===== src/rtl/tft_pkg.sv =====
package tft_pkg;

  typedef enum logic [2:0] {
    ST_WAIT,
    ST_INIT,
    ST_IDLE,
    ST_FRAME,
    ST_STREAM
  } ctl_state_t;

  typedef struct packed {
    logic        rs;
    logic [15:0] val;
  } bus_word_t;

  localparam int INIT_WORDS  = 14;
  localparam int FRAME_WORDS = 5;

  // Even step: register index (rs=0); odd step: register value (rs=1)
  function automatic bus_word_t init_word(int step, int hres, int vres);
    logic [15:0] reg_idx;
    logic [15:0] reg_val;
    bus_word_t   w;
    case (step / 2)
      0:       begin reg_idx = 16'h0001; reg_val = 16'h0100;           end
      1:       begin reg_idx = 16'h0003; reg_val = 16'h1030;           end
      2:       begin reg_idx = 16'h0050; reg_val = 16'h0000;           end
      3:       begin reg_idx = 16'h0051; reg_val = 16'(hres - 1);      end
      4:       begin reg_idx = 16'h0052; reg_val = 16'h0000;           end
      default: begin
        if (step / 2 == 5) begin reg_idx = 16'h0053; reg_val = 16'(vres - 1); end
        else               begin reg_idx = 16'h0007; reg_val = 16'h0133;      end
      end
    endcase
    w.rs  = step[0];
    w.val = step[0] ? reg_val : reg_idx;
    return w;
  endfunction

  // Origin address then memory-write index
  function automatic bus_word_t frame_word(int step);
    bus_word_t w;
    case (step)
      0:       w = '{rs: 1'b0, val: 16'h0020};
      1:       w = '{rs: 1'b1, val: 16'h0000};
      2:       w = '{rs: 1'b0, val: 16'h0021};
      3:       w = '{rs: 1'b1, val: 16'h0000};
      default: w = '{rs: 1'b0, val: 16'h0022};
    endcase
    return w;
  endfunction

endpackage


===== src/rtl/tft_reset_timer.sv =====
module tft_reset_timer #(
  parameter int RST_CYC = 16
) (
  input  logic clk,
  input  logic rst_n,
  output logic panel_rst_n,
  output logic ready
);
  localparam int TW = $clog2(RST_CYC + 1);

  logic          released;
  logic [TW-1:0] cnt;

  always_ff @(posedge clk) begin
    if (!rst_n) begin
      released <= 1'b0;
      ready    <= 1'b0;
      cnt      <= '0;
    end else if (!ready) begin
      if (cnt == TW'(RST_CYC - 1)) begin
        cnt <= '0;
        if (released) ready <= 1'b1;
        else          released <= 1'b1;
      end else begin
        cnt <= cnt + 1'b1;
      end
    end
  end

  assign panel_rst_n = released;

  // ready only after the reset line has been released
  p_ready_after_release_r2: assert property (@(posedge clk) disable iff (!rst_n)
    $rose(ready) |-> $past(panel_rst_n));

endmodule


===== src/rtl/tft_wr_engine.sv =====
module tft_wr_engine
  import tft_pkg::*;
#(
  parameter int WR_LOW  = 2,
  parameter int WR_HIGH = 2
) (
  input  logic        clk,
  input  logic        rst_n,
  input  logic        start,
  input  bus_word_t   word_in,
  output logic        busy,
  output logic        done,
  output logic        cs_n,
  output logic        wr_n,
  output logic        rs,
  output logic [15:0] data
);
  localparam int CYC = WR_LOW + WR_HIGH;
  localparam int CW  = $clog2(CYC + 1);

  logic [CW-1:0] cnt;
  bus_word_t     word_q;

  assign done = busy && (cnt == CW'(CYC - 1));

  always_ff @(posedge clk) begin
    if (!rst_n) begin
      busy   <= 1'b0;
      cnt    <= '0;
      word_q <= '0;
    end else if (start) begin
      busy   <= 1'b1;
      cnt    <= '0;
      word_q <= word_in;
    end else if (done) begin
      busy <= 1'b0;
    end else if (busy) begin
      cnt <= cnt + 1'b1;
    end
  end

  assign cs_n = !busy;
  assign wr_n = !(busy && (cnt < CW'(WR_LOW)));
  assign rs   = word_q.rs;
  assign data = word_q.val;

  p_cs_with_wr_r3: assert property (@(posedge clk) disable iff (!rst_n)
    !wr_n |-> !cs_n);
  p_wr_min_width_r3: assert property (@(posedge clk) disable iff (!rst_n)
    $fell(wr_n) |=> !wr_n);
  p_data_stable_r3: assert property (@(posedge clk) disable iff (!rst_n)
    (!wr_n && $past(!wr_n)) |-> ($stable(data) && $stable(rs)));
  p_no_overlap_r8: assert property (@(posedge clk) disable iff (!rst_n)
    (busy && !done) |-> !start);

endmodule


===== src/rtl/tft_stream_ctrl.sv =====
module tft_stream_ctrl
  import tft_pkg::*;
#(
  parameter int H_RES   = 320,
  parameter int V_RES   = 240,
  parameter int RST_CYC = 16,
  parameter int WR_LOW  = 2,
  parameter int WR_HIGH = 2
) (
  input  logic        clk,
  input  logic        por_n,
  input  logic        vsync_in,
  input  logic        href_in,
  input  logic        pix_valid,
  input  logic [15:0] pix_data,
  output logic [15:0] lcd_data,
  output logic        lcd_cs_n,
  output logic        lcd_rs,
  output logic        lcd_wr_n,
  output logic        lcd_rd_n,
  output logic        lcd_rst_n,
  output logic        lcd_bl_en,
  output logic        init_done
);
  localparam int SW = $clog2(INIT_WORDS + 1);

  ctl_state_t    st;
  logic [SW-1:0] step;
  logic          vs_q, vs_pend, done_q;
  logic          tmr_ready;
  logic          eng_busy, eng_done, eng_free, eng_start;
  bus_word_t     eng_word;

  // Named internal events
  logic vs_rise, pix_take, init_last, frame_last;

  tft_reset_timer #(.RST_CYC(RST_CYC)) u_rst (
    .clk(clk), .rst_n(por_n), .panel_rst_n(lcd_rst_n), .ready(tmr_ready)
  );

  tft_wr_engine #(.WR_LOW(WR_LOW), .WR_HIGH(WR_HIGH)) u_eng (
    .clk(clk), .rst_n(por_n), .start(eng_start), .word_in(eng_word),
    .busy(eng_busy), .done(eng_done), .cs_n(lcd_cs_n), .wr_n(lcd_wr_n),
    .rs(lcd_rs), .data(lcd_data)
  );

  assign eng_free   = !eng_busy || eng_done;
  assign vs_rise    = vsync_in && !vs_q;
  assign init_last  = (st == ST_INIT)  && (step == SW'(INIT_WORDS));
  assign frame_last = (st == ST_FRAME) && (step == SW'(FRAME_WORDS));
  assign pix_take   = (st == ST_STREAM) && !vs_pend && eng_free && pix_valid && href_in;

  always_comb begin
    eng_start = 1'b0;
    eng_word  = '0;
    case (st)
      ST_INIT: if (eng_free && !init_last) begin
        eng_start = 1'b1;
        eng_word  = init_word(int'(step), H_RES, V_RES);
      end
      ST_FRAME: if (eng_free && !frame_last) begin
        eng_start = 1'b1;
        eng_word  = frame_word(int'(step));
      end
      ST_STREAM: if (pix_take) begin
        eng_start = 1'b1;
        eng_word  = '{rs: 1'b1, val: pix_data};
      end
      default: ;
    endcase
  end

  always_ff @(posedge clk) begin
    if (!por_n) begin
      st      <= ST_WAIT;
      step    <= '0;
      vs_q    <= 1'b0;
      vs_pend <= 1'b0;
      done_q  <= 1'b0;
    end else begin
      vs_q <= vsync_in;
      case (st)
        ST_WAIT: if (tmr_ready) begin
          st   <= ST_INIT;
          step <= '0;
        end
        ST_INIT: if (eng_free) begin
          if (init_last) begin
            st     <= ST_IDLE;
            done_q <= 1'b1;
          end else begin
            step <= step + 1'b1;
          end
        end
        ST_FRAME: if (eng_free) begin
          if (frame_last) st <= ST_STREAM;
          else            step <= step + 1'b1;
        end
        default: if (vs_pend && eng_free) begin
          st      <= ST_FRAME;
          step    <= '0;
          vs_pend <= 1'b0;
        end
      endcase
      if (vs_rise && done_q) vs_pend <= 1'b1;
    end
  end

  assign init_done = done_q;
  assign lcd_bl_en = done_q;
  assign lcd_rd_n  = 1'b1;

  p_quiet_in_reset_r2: assert property (@(posedge clk) disable iff (!por_n)
    !lcd_rst_n |-> (lcd_cs_n && lcd_wr_n));
  p_done_sticky_r5: assert property (@(posedge clk) disable iff (!por_n)
    init_done |=> init_done);
  p_done_after_bus_r5: assert property (@(posedge clk) disable iff (!por_n)
    $rose(init_done) |-> $past(eng_done));
  p_pixel_only_streaming_r8: assert property (@(posedge clk) disable iff (!por_n)
    (eng_start && st != ST_INIT) |-> done_q);

endmodule


===== config.mk =====
export PLATFORM = sky130hd
export DESIGN_NAME = tft_stream_ctrl
export DESIGN_NICKNAME = d
export VERILOG_FILES = /design/src/rtl/tft_pkg.sv /design/src/rtl/tft_reset_timer.sv /design/src/rtl/tft_wr_engine.sv /design/src/rtl/tft_stream_ctrl.sv
export SDC_FILE = /design/constraint.sdc
export NUM_CORES = 1
export LEC_CHECK = 0
export ABC_AREA = 0
export CORE_ASPECT_RATIO = 0.8
export CORE_MARGIN = 4
export CORE_UTILIZATION = 45
export CTS_CLUSTER_DIAMETER = 30
export DETAILED_ROUTE_END_ITERATION = 12
export GPL_ROUTABILITY_DRIVEN = 0
export HOLD_SLACK_MARGIN = 0.05
export PLACE_DENSITY = 0.74
export SLEW_MARGIN = 20
export SYNTH_ARGS = -nofsm -noshare
export SYNTH_HDL_FRONTEND = slang
export SYNTH_HIERARCHICAL = 1
export SYNTH_SLANG_ARGS = --single-unit

===== constraint.sdc =====
create_clock -name clk -period 7.2 [get_ports clk]
set_clock_uncertainty 0.05 [all_clocks]
set_input_delay 1.08 -clock clk [delete_from_list [all_inputs] [get_ports clk]]
set_output_delay 1.08 -clock clk [all_outputs]
set_load 0.01 [all_outputs]

==> flow_summary.toml, run 1 <==
[status]
status = "complete, no violations"

[synthesis]
synth_edf_count = 0
synth_warnings = 6
largest_family_of_logic_cells_by_synthesized_area = "simple AND/OR/NAND/NOR gates"
mappedNetlistArea_um2 = 2120
yosys-mux-area-fraction_pct = 9.93
yosysSeqAreaShare_pct = 36.0
simple_logic_cell_fraction_of_the_synthesized_area_pct = 23.5
synth-compound-area-share_pct = 18.5
synth_adder_area_share_pct = 4.14
synth_nets = 266
synth_area_per_cell_um2 = 8.89
synthCells = 238
synth_xor_area_share_pct = 2.48
post_synth_cell_types = 50
postSynthRegisterBits = 38
ys_dominant_reg_cell = "dfxtp_1"
async_flop_share_pct = 0

[finish]
area.sequential_um2 = 761
ant_diodes = 0
combined_area_of_the_multi_input_logic_cells_um2 = 1270
final_layout_size_suffix_gt1_share_pct = 6.91
mostFrequentLayoutCells = "clkdlybuf4s50_1 (42), dfxtp_1 (38), mux2i_1 (21)"
syn_to_final_growth_pct = 25.3
final_layout_fill_cell_count = 441
final_nets = 302
layout.cells.most_common = "clkdlybuf4s50_1"

[drt]
drc = 0
drtPass1Iterations = 5
num_vias = 1731
wire_per_inst_um = 13.2
antenna_left = 0
wirelength_mm = 4.42
via_density_per_instance = 5.17
detail_route.iter0.violations = 127

[setup_path]
reg2reg_slack_ps = 4210
worstSetupStartpointType = "input port"
setup.worst_path.end_class = "register"
critPathCapture = "u_eng/data[3]"
worst-endpoint-arrival_ps = 3250
critical_path_peak_fanout = 19
regToRegStartpoint = "u_eng/cnt[0]"
worstPathRequired_ps = 7330
setup.worst_path.class = "input port to register"
worst-r2r-cell-count = 8
regToRegEndpoint = "u_eng/cnt[2]"
setup.worst_path.start = "pix_valid"

[clocking]
cts_h_tree_depth = 2
cts_inserted_buffers = 5
cts_hold_repair.buffers = 0
buffer_depth_of_the_longest_clock_path = 2
clk-insertion-delay-late_ps = 290
number_of_gates_given_a_new_drive_strength_after_cts = 0
numClockSinks = 38
worst_setup_hold_path_clk_slew_ps = 70
post-cts-setup-buffers = 0
cts_root_buf = "clkbuf_8"
tritoncts = "built"

[sta]
max_freq_ghz = 0.321
report.final.setup_viol = 0
worst_slew_pin_slew_ps = 954
finalMaxSlewViolations = 0
timing.max_slew.rel_slack_pct = 36.3
grt_setup_unrepaired = "no"
timing.final.hold_violations = 0
fin_tns_setup_ps = 0
finalWorstPathRequiredPeriod_ps = 3120
fin_crit_sh_pct = 43.3

[global_routing]
grt_antenna_before_repair = 0
gr-usage-all-layers_pct = 15.4
first_global_vias = 1603
grt.overflow.total = 0
globalRouteMet1Util_pct = 23.6
grt_first_pass_wirelength_mm = 7.46
grt_max_degree = 38
busiest_layer = "met1"
grtUsageMet3_pct = 4.28
grt_util_met2_pct = 20.3

[floorplanning]
floorplan.core_area_um2 = 4570
die_width_um = 84.7
boundaryPins = 44
rows = 22
initial_core_utilization_pct = 46.3
die-area_um2 = 5870
die_y_um = 69.3

[job]
max_cap_violations = 0

[power_and_ir_drop]
powerDensity_nw_per_um2 = 156
combPwrFrac_pct = 10.5
power_leakage_nw = 0.897
ir_drop_mv = 0.115
p_int_uw = 314
power_frac_seq_pct = 52.5
clock_power_share_pct = 37.0
switching_share_pct = 24.0
report.power.total_uw = 413
power_switching_uw = 99.1

[worst_hold_path]
timing.hold.worst.class = "register to register"

[placement]
port_buffers = 42
post-dp-hpwl_mm = 3.13
[power groups by stage]
stage	logic, mW	clock network (mW)	registers (mW)
after CTS	0.0433	0.156	0.216
after global placement	0.0424	0	0.221
after global routing	0.0479	0.162	0.217
final	0.0434	0.153	0.217
after detailed placement	0.0430	0	0.221
after floorplan	0.0273	0	0.221
[worst min-delay path by stage]
| stage | depth (start not counted) | start | end | slack (ps) |
|---|---|---|---|---|
| floorplan | 2 | vs_pend | vs_pend | 410 |
| global placement | 2 | vs_pend | vs_pend | 440 |
| detailed placement | 2 | vs_pend | vs_pend | 440 |
| CTS | 2 | vs_pend | vs_pend | 440 |
| global route | 1 | u_rst/panel_rst_n | u_rst/panel_rst_n | 480 |
| finish | 2 | vs_pend | vs_pend | 440 |
[synth_stat cells, types with 3 or more instances]
cell type,count,share of area (%)
nand3_1,5,1.2
o211ai_1,3,1.1
buf_2,3,0.71
nor2b_1,19,5.6
mux2i_1,21,9.9
inv_1,6,1.1
nand2b_1,4,1.2
xor2_1,3,1.2
a21boi_0,4,1.4
nand2_1,16,2.8
o21ai_0,10,2.4
a21oi_1,11,2.6
nor3_1,3,0.71
nand4b_1,4,1.7
nor2_1,16,2.8
o21a_1,7,2.5
xnor2_1,3,1.2
clkbuf_1,6,1.1
dfxtp_1,38,36
ha_1,7,4.1
and2_1,11,3.3
[metrics by stage]
stage | util, % | instances | setup WS (ps) | hold slack [ps] | area [um^2]
6_report | 58.0 | 335 | 4080 | 441 | 2650
2_1_floorplan | - | 238 | 4710 | 410 | 2120
4_1_cts | 57.7 | 335 | 3840 | 445 | 2640
3_5_place_dp | 55.6 | 327 | 3540 | 436 | 2540
3_3_place_gp | 55.6 | 327 | 3610 | 436 | 2540
5_1_grt | 58.0 | 335 | 3880 | 478 | 2650
[cell type report]
cell class / count / share of cell area [%]
sequential: 38 / 28.7
tap: 60 / 2.83
clock buffer: 6 / 3.11
clock inverter: 2 / 0.472
multi-input combinational: 180 / 47.9
timing repair buffer: 43 / 16.1
inverter: 6 / 0.849
[routing by layer]
metal / part of all wire (%) / wire, um
met1: 54 / 2400
met4: 1.3 / 57
met5: 0 / 0
met2: 39 / 1730
met3: 5.1 / 225
[state kept, by name (all words and copies together) (netlist names)]
register / flops
init_done: 1
step: 4
st: 3
u_eng/busy: 1
u_eng/cnt: 3
vs_q: 1
vs_pend: 1
u_rst/ready: 1
u_eng/rs: 1
u_eng/data: 16
u_rst/panel_rst_n: 1
u_rst/cnt: 5
[worst max-delay path, cell delays in order]
cell	delay, ps
clkdlybuf4s50_1	460
nand4b_1	180
nor3_1	430
nor2_1	160
o21ai_4	600
mux2i_1	280
nor2b_1	60
[logic make-up after synthesis]
logic type,after synthesis
AOI/OAI and AO/OA,56
xor gates and xnor gates,6
adders and majority gates,7
buffers and inverters,20
DFF,38
muxes,21
other,1
and+or+nand+nor,89
No activity file was read; power rests on OpenSTA's default activity.
==> inputs of run 2 (changes only) <==
==> constraint.sdc (replaced) <==
create_clock -name clk -period 2.99 [get_ports clk]
set_clock_uncertainty 0.05 [all_clocks]
set_input_delay 0.4485 -clock clk [delete_from_list [all_inputs] [get_ports clk]]
set_output_delay 0.4485 -clock clk [all_outputs]
set_load 0.01 [all_outputs]
==> run 2 against run 1 <==
Total power increased by 140%. Final cell count is 1.8% higher. Non-clock buffer count rose by 6. Highest routed layer unchanged.
==> flow_summary.toml, run 2 (same netlist as run 1, synthesis figures left out) <==
[clocking]
cts_h_tree_depth = 2
cts_inserted_buffers = 5
worst_setup_hold_path_clk_slew_ps = 70
clk-insertion-delay-late_ps = 290
cts_root_buf = "clkbuf_8"
buffer_depth_of_the_longest_clock_path = 2
tritoncts = "built"
post-cts-setup-buffers = 0
number_of_gates_given_a_new_drive_strength_after_cts = 0
numClockSinks = 38
cts_hold_repair.buffers = 0

[setup_path]
worstPathRequired_ps = 3120
critical_path_peak_fanout = 19
worst-endpoint-arrival_ps = 2710
setup.worst_path.end_class = "register"
setup.worst_path.class = "register to register"
worstSetupStartpointType = "register"

[global_routing]
first_global_vias = 1648
gr-usage-all-layers_pct = 16.2
grt_antenna_before_repair = 0
grt_first_pass_wirelength_mm = 7.78
grt.overflow.total = 0
grt_max_degree = 20

[power_and_ir_drop]
power_leakage_nw = 0.928
powerDensity_nw_per_um2 = 370
ir_drop_mv = 0.273

[finish]
layout.cells.most_common = "clkdlybuf4s50_1"
stdcell_count = 341
post-route-cell-area_um2 = 2680
syn_to_final_growth_pct = 26.5
mostFrequentLayoutCells = "clkdlybuf4s50_1 (42), dfxtp_1 (38), mux2i_1 (21)"
final_nets = 308
largest_register_ff_count = 16
final_layout_size_suffix_gt1_share_pct = 8.54
ant_diodes = 0

[sta]
grt_setup_unrepaired = "no"
timing.final.hold_violations = 0
finalMaxSlewViolations = 0
holdWs_ps = 457
report.final.setup_viol = 0
fin_tns_setup_ps = 0
finalWorstPathRequiredPeriod_ps = 2580
worst_slew_pin_slew_ps = 548
timing.max_slew.rel_slack_pct = 63.4
max_freq_ghz = 0.388
fin_crit_sh_pct = 86.3

[floorplanning]
die-area_um2 = 5870
die_width_um = 84.7
boundaryPins = 44
floorplan.core_area_um2 = 4570
die_y_um = 69.3
initial_core_utilization_pct = 46.3
rows = 22

[drt]
drtPass1Iterations = 5
antenna_left = 0
drc = 0
via_density_per_instance = 5.30
detail_route.iter0.violations = 157
wire_per_inst_um = 13.7
wirelength_mm = 4.69
num_vias = 1808

[placement]
post-dp-hpwl_mm = 3.43
placed_cell_area_um2 = 2580
numPlacedInstances = 333
port_buffers = 42

[status]
status = "complete, no violations"

[job]
max_cap_violations = 0

[worst_hold_path]
timing.hold.worst.class = "register to register"
run 2: layout make-up:
type | instances | area, um^2
well taps | 60 | 75.1
fillers | 422 | 1890
repair buffers | 49 | 473
inverters | 6 | 22.5
clock buffers | 7 | 86.3
clock inverters | 1 | 5.00
flip-flops and latches | 38 | 761
multi-input cells | 180 | 1250
run 2: final timing paths:
| check | slack (ps) | cells after the start | from | endpoint |
|---|---|---|---|---|
| min | 460 | 1 | u_rst/panel_rst_n | u_rst/panel_rst_n |
| min reg2reg | 460 | 1 | u_rst/panel_rst_n | u_rst/panel_rst_n |
| max reg2reg | 410 | 8 | step[0] | u_eng/data[7] |
| max | 410 | 8 | step[0] | u_eng/data[7] |
run 2: power breakdown:
part | internal [mW] | total [mW] | leakage (nW) | switching [mW]
Clock | 0.186 | 0.361 | 0.0482 | 0.175
Sequential | 0.514 | 0.521 | 0.307 | 0.00735
Combinational | 0.0585 | 0.108 | 0.573 | 0.0493
Total | 0.758 | 0.990 | 0.928 | 0.232
run 2: routing by layer:
| metal | routed length [um] | GRT usage [%] | share of wire (%) |
|---|---|---|---|
| met1 | 2430 | 24.1 | 52 |
| met2 | 1860 | 21.5 | 40 |
| met3 | 314 | 4.63 | 6.7 |
| met4 | 81 | 6.33 | 1.7 |
| met5 | 0 | 0 | 0 |
run 2: per-stage QoR:
step           setup slack [ps]  utilization, %  total power [mW]
2_1_floorplan               716               -             0.597
3_3_place_gp                564            56.6             0.639
3_5_place_dp                467            56.6             0.640
4_1_cts                     445            58.6              1.01
5_1_grt                     257            58.6              1.04
6_report                    410            58.6             0.990
run 2: critical path, cell delays in order, from the launching register on:
cell and delay, ps:
dfxtp_1 480, inv_1 140, ha_1 270, nand3_1 150, or4b_1 640, o21ai_2 110, buf_4 310, mux2i_1 240
nor2b_1 70
==> inputs of run 3 (changes only) <==
--- a/config.mk
+++ b/config.mk
@@ -6,9 +6,10 @@
 export NUM_CORES = 1
 export LEC_CHECK = 0
 export ABC_AREA = 0
-export CORE_ASPECT_RATIO = 0.8
+export CORE_ASPECT_RATIO = 1.75
 export CORE_MARGIN = 4
 export CORE_UTILIZATION = 45
+export CTS_BUF_LIST = sky130_fd_sc_hd__clkbuf_2 sky130_fd_sc_hd__clkbuf_4 sky130_fd_sc_hd__clkbuf_8
 export CTS_CLUSTER_DIAMETER = 30
 export DETAILED_ROUTE_END_ITERATION = 12
 export GPL_ROUTABILITY_DRIVEN = 0
==> run 3 against run 2 <==
Non-clock buffer count up 4. Final cell count shrank 1.5%. Register-to-register slack about the same.
==> flow_summary.toml, run 3 (same netlist as run 1, synthesis figures left out) <==
[finish]
final_nets = 312
mostFrequentLayoutCells = "clkdlybuf4s50_1 (42), dfxtp_1 (38), mux2i_1 (21)"
syn_to_final_growth_pct = 27.6
largest_register_ff_count = 16
ant_diodes = 0
final_layout_size_suffix_gt1_share_pct = 10.2
layout.cells.most_common = "clkdlybuf4s50_1"
post-route-cell-area_um2 = 2700

[clocking]
cts_inserted_buffers = 5
post-cts-setup-buffers = 0
cts_hold_repair.buffers = 0
tritoncts = "built"
buffer_depth_of_the_longest_clock_path = 2
number_of_gates_given_a_new_drive_strength_after_cts = 0
worst_setup_hold_path_clk_slew_ps = 80
clk-insertion-delay-late_ps = 290
numClockSinks = 38
cts_h_tree_depth = 2
cts_root_buf = "clkbuf_8"

[job]
max_cap_violations = 0

[sta]
finalMaxSlewViolations = 0
finalWorstPathRequiredPeriod_ps = 2570
report.final.setup_viol = 0
timing.max_slew.rel_slack_pct = 48.8
grt_setup_unrepaired = "no"
max_freq_ghz = 0.389
fin_tns_setup_ps = 0
timing.final.hold_violations = 0
worst_slew_pin_slew_ps = 768
fin_crit_sh_pct = 86.1

[global_routing]
gr-usage-all-layers_pct = 17.4
grt.overflow.total = 0
first_global_vias = 1785
grt_max_degree = 17
grt_first_pass_wirelength_mm = 7.98
grt_antenna_before_repair = 0

[placement]
placed_cell_area_um2 = 2600
post-dp-hpwl_mm = 3.68
port_buffers = 42

[power_and_ir_drop]
power_leakage_nw = 0.948
report.power.total_mw = 1.00
powerDensity_nw_per_um2 = 371
ir_drop_mv = 0.296

[setup_path]
critical_path_peak_fanout = 13
reg2reg_slack_ps = 420
worst-endpoint-arrival_ps = 2710
worstPathRequired_ps = 3130
regToRegEndpoint = "u_eng/data[13]"
setup.worst_path.start = "step[0]"
setup.worst_path.end_class = "register"
worst-r2r-cell-count = 8
worstSetupStartpointType = "register"
critPathCapture = "u_eng/data[13]"
setup.worst_path.class = "register to register"
regToRegStartpoint = "step[0]"

[floorplanning]
die_y_um = 98.7
boundaryPins = 44
die_width_um = 59.8
floorplan.core_area_um2 = 4480
rows = 32
initial_core_utilization_pct = 47.2
die-area_um2 = 5910

[drt]
antenna_left = 0
drc = 0
via_density_per_instance = 5.39
drtPass1Iterations = 4
num_vias = 1810
wirelength_mm = 4.68
wire_per_inst_um = 13.9
detail_route.iter0.violations = 34

[worst_hold_path]
timing.hold.worst.class = "register to register"

[status]
status = "complete, no violations"
run 3: layout make-up:
cell class,count,area (um^2)
tap,51,63.8
clock inverter,2,12.5
timing repair buffer,53,503
inverter,6,22.5
sequential,38,761
fill,410,1790
clock buffer,6,82.6
multi-input combinational,180,1250
run 3: worst max-delay path, cell delays in order, from the launching register on:
cell,delay (ps)
dfxtp_1,500
inv_1,140
ha_1,280
nand3_1,140
or4b_1,490
o21ai_2,330
buf_4,280
mux2i_1,190
nor2b_1,60
run 3: worst min-delay path by stage:
stage	startpoint	end	slack (ps)	cells after the start
after CTS	vs_pend	vs_pend	460	2
after global routing	vs_q	vs_pend	480	2
final	vs_pend	vs_pend	450	2
after global placement	u_rst/panel_rst_n	u_rst/panel_rst_n	440	1
after floorplan	vs_pend	vs_pend	410	2
after detailed placement	u_rst/panel_rst_n	u_rst/panel_rst_n	440	1
run 3: routing by layer:
metal  routed length (um)  track usage [%]
met4                  120             8.87
met5                    0                0
met1                 1840             18.3
met2                 2540             30.9
met3                  173             3.41
run 3: through the flow:
| step | instances | hold slack (ps) | util (%) | worst slack (ps) |
|---|---|---|---|---|
| 4_1_cts | 336 | 456 | 60.2 | 401 |
| 3_5_place_dp | 328 | 440 | 58.1 | 315 |
| 5_1_grt | 336 | 481 | 60.2 | 194 |
| 3_3_place_gp | 328 | 438 | 58.1 | 373 |
| 6_report | 336 | 446 | 60.2 | 416 |
| 2_1_floorplan | 238 | 410 | - | 716 |
run 3: report_power, final:
part           total, mW  switching (mW)  internal, mW  leakage [nW]
Combinational      0.111          0.0487        0.0619         0.594
Clock              0.369           0.184         0.185        0.0472
Sequential         0.521         0.00711         0.514         0.307
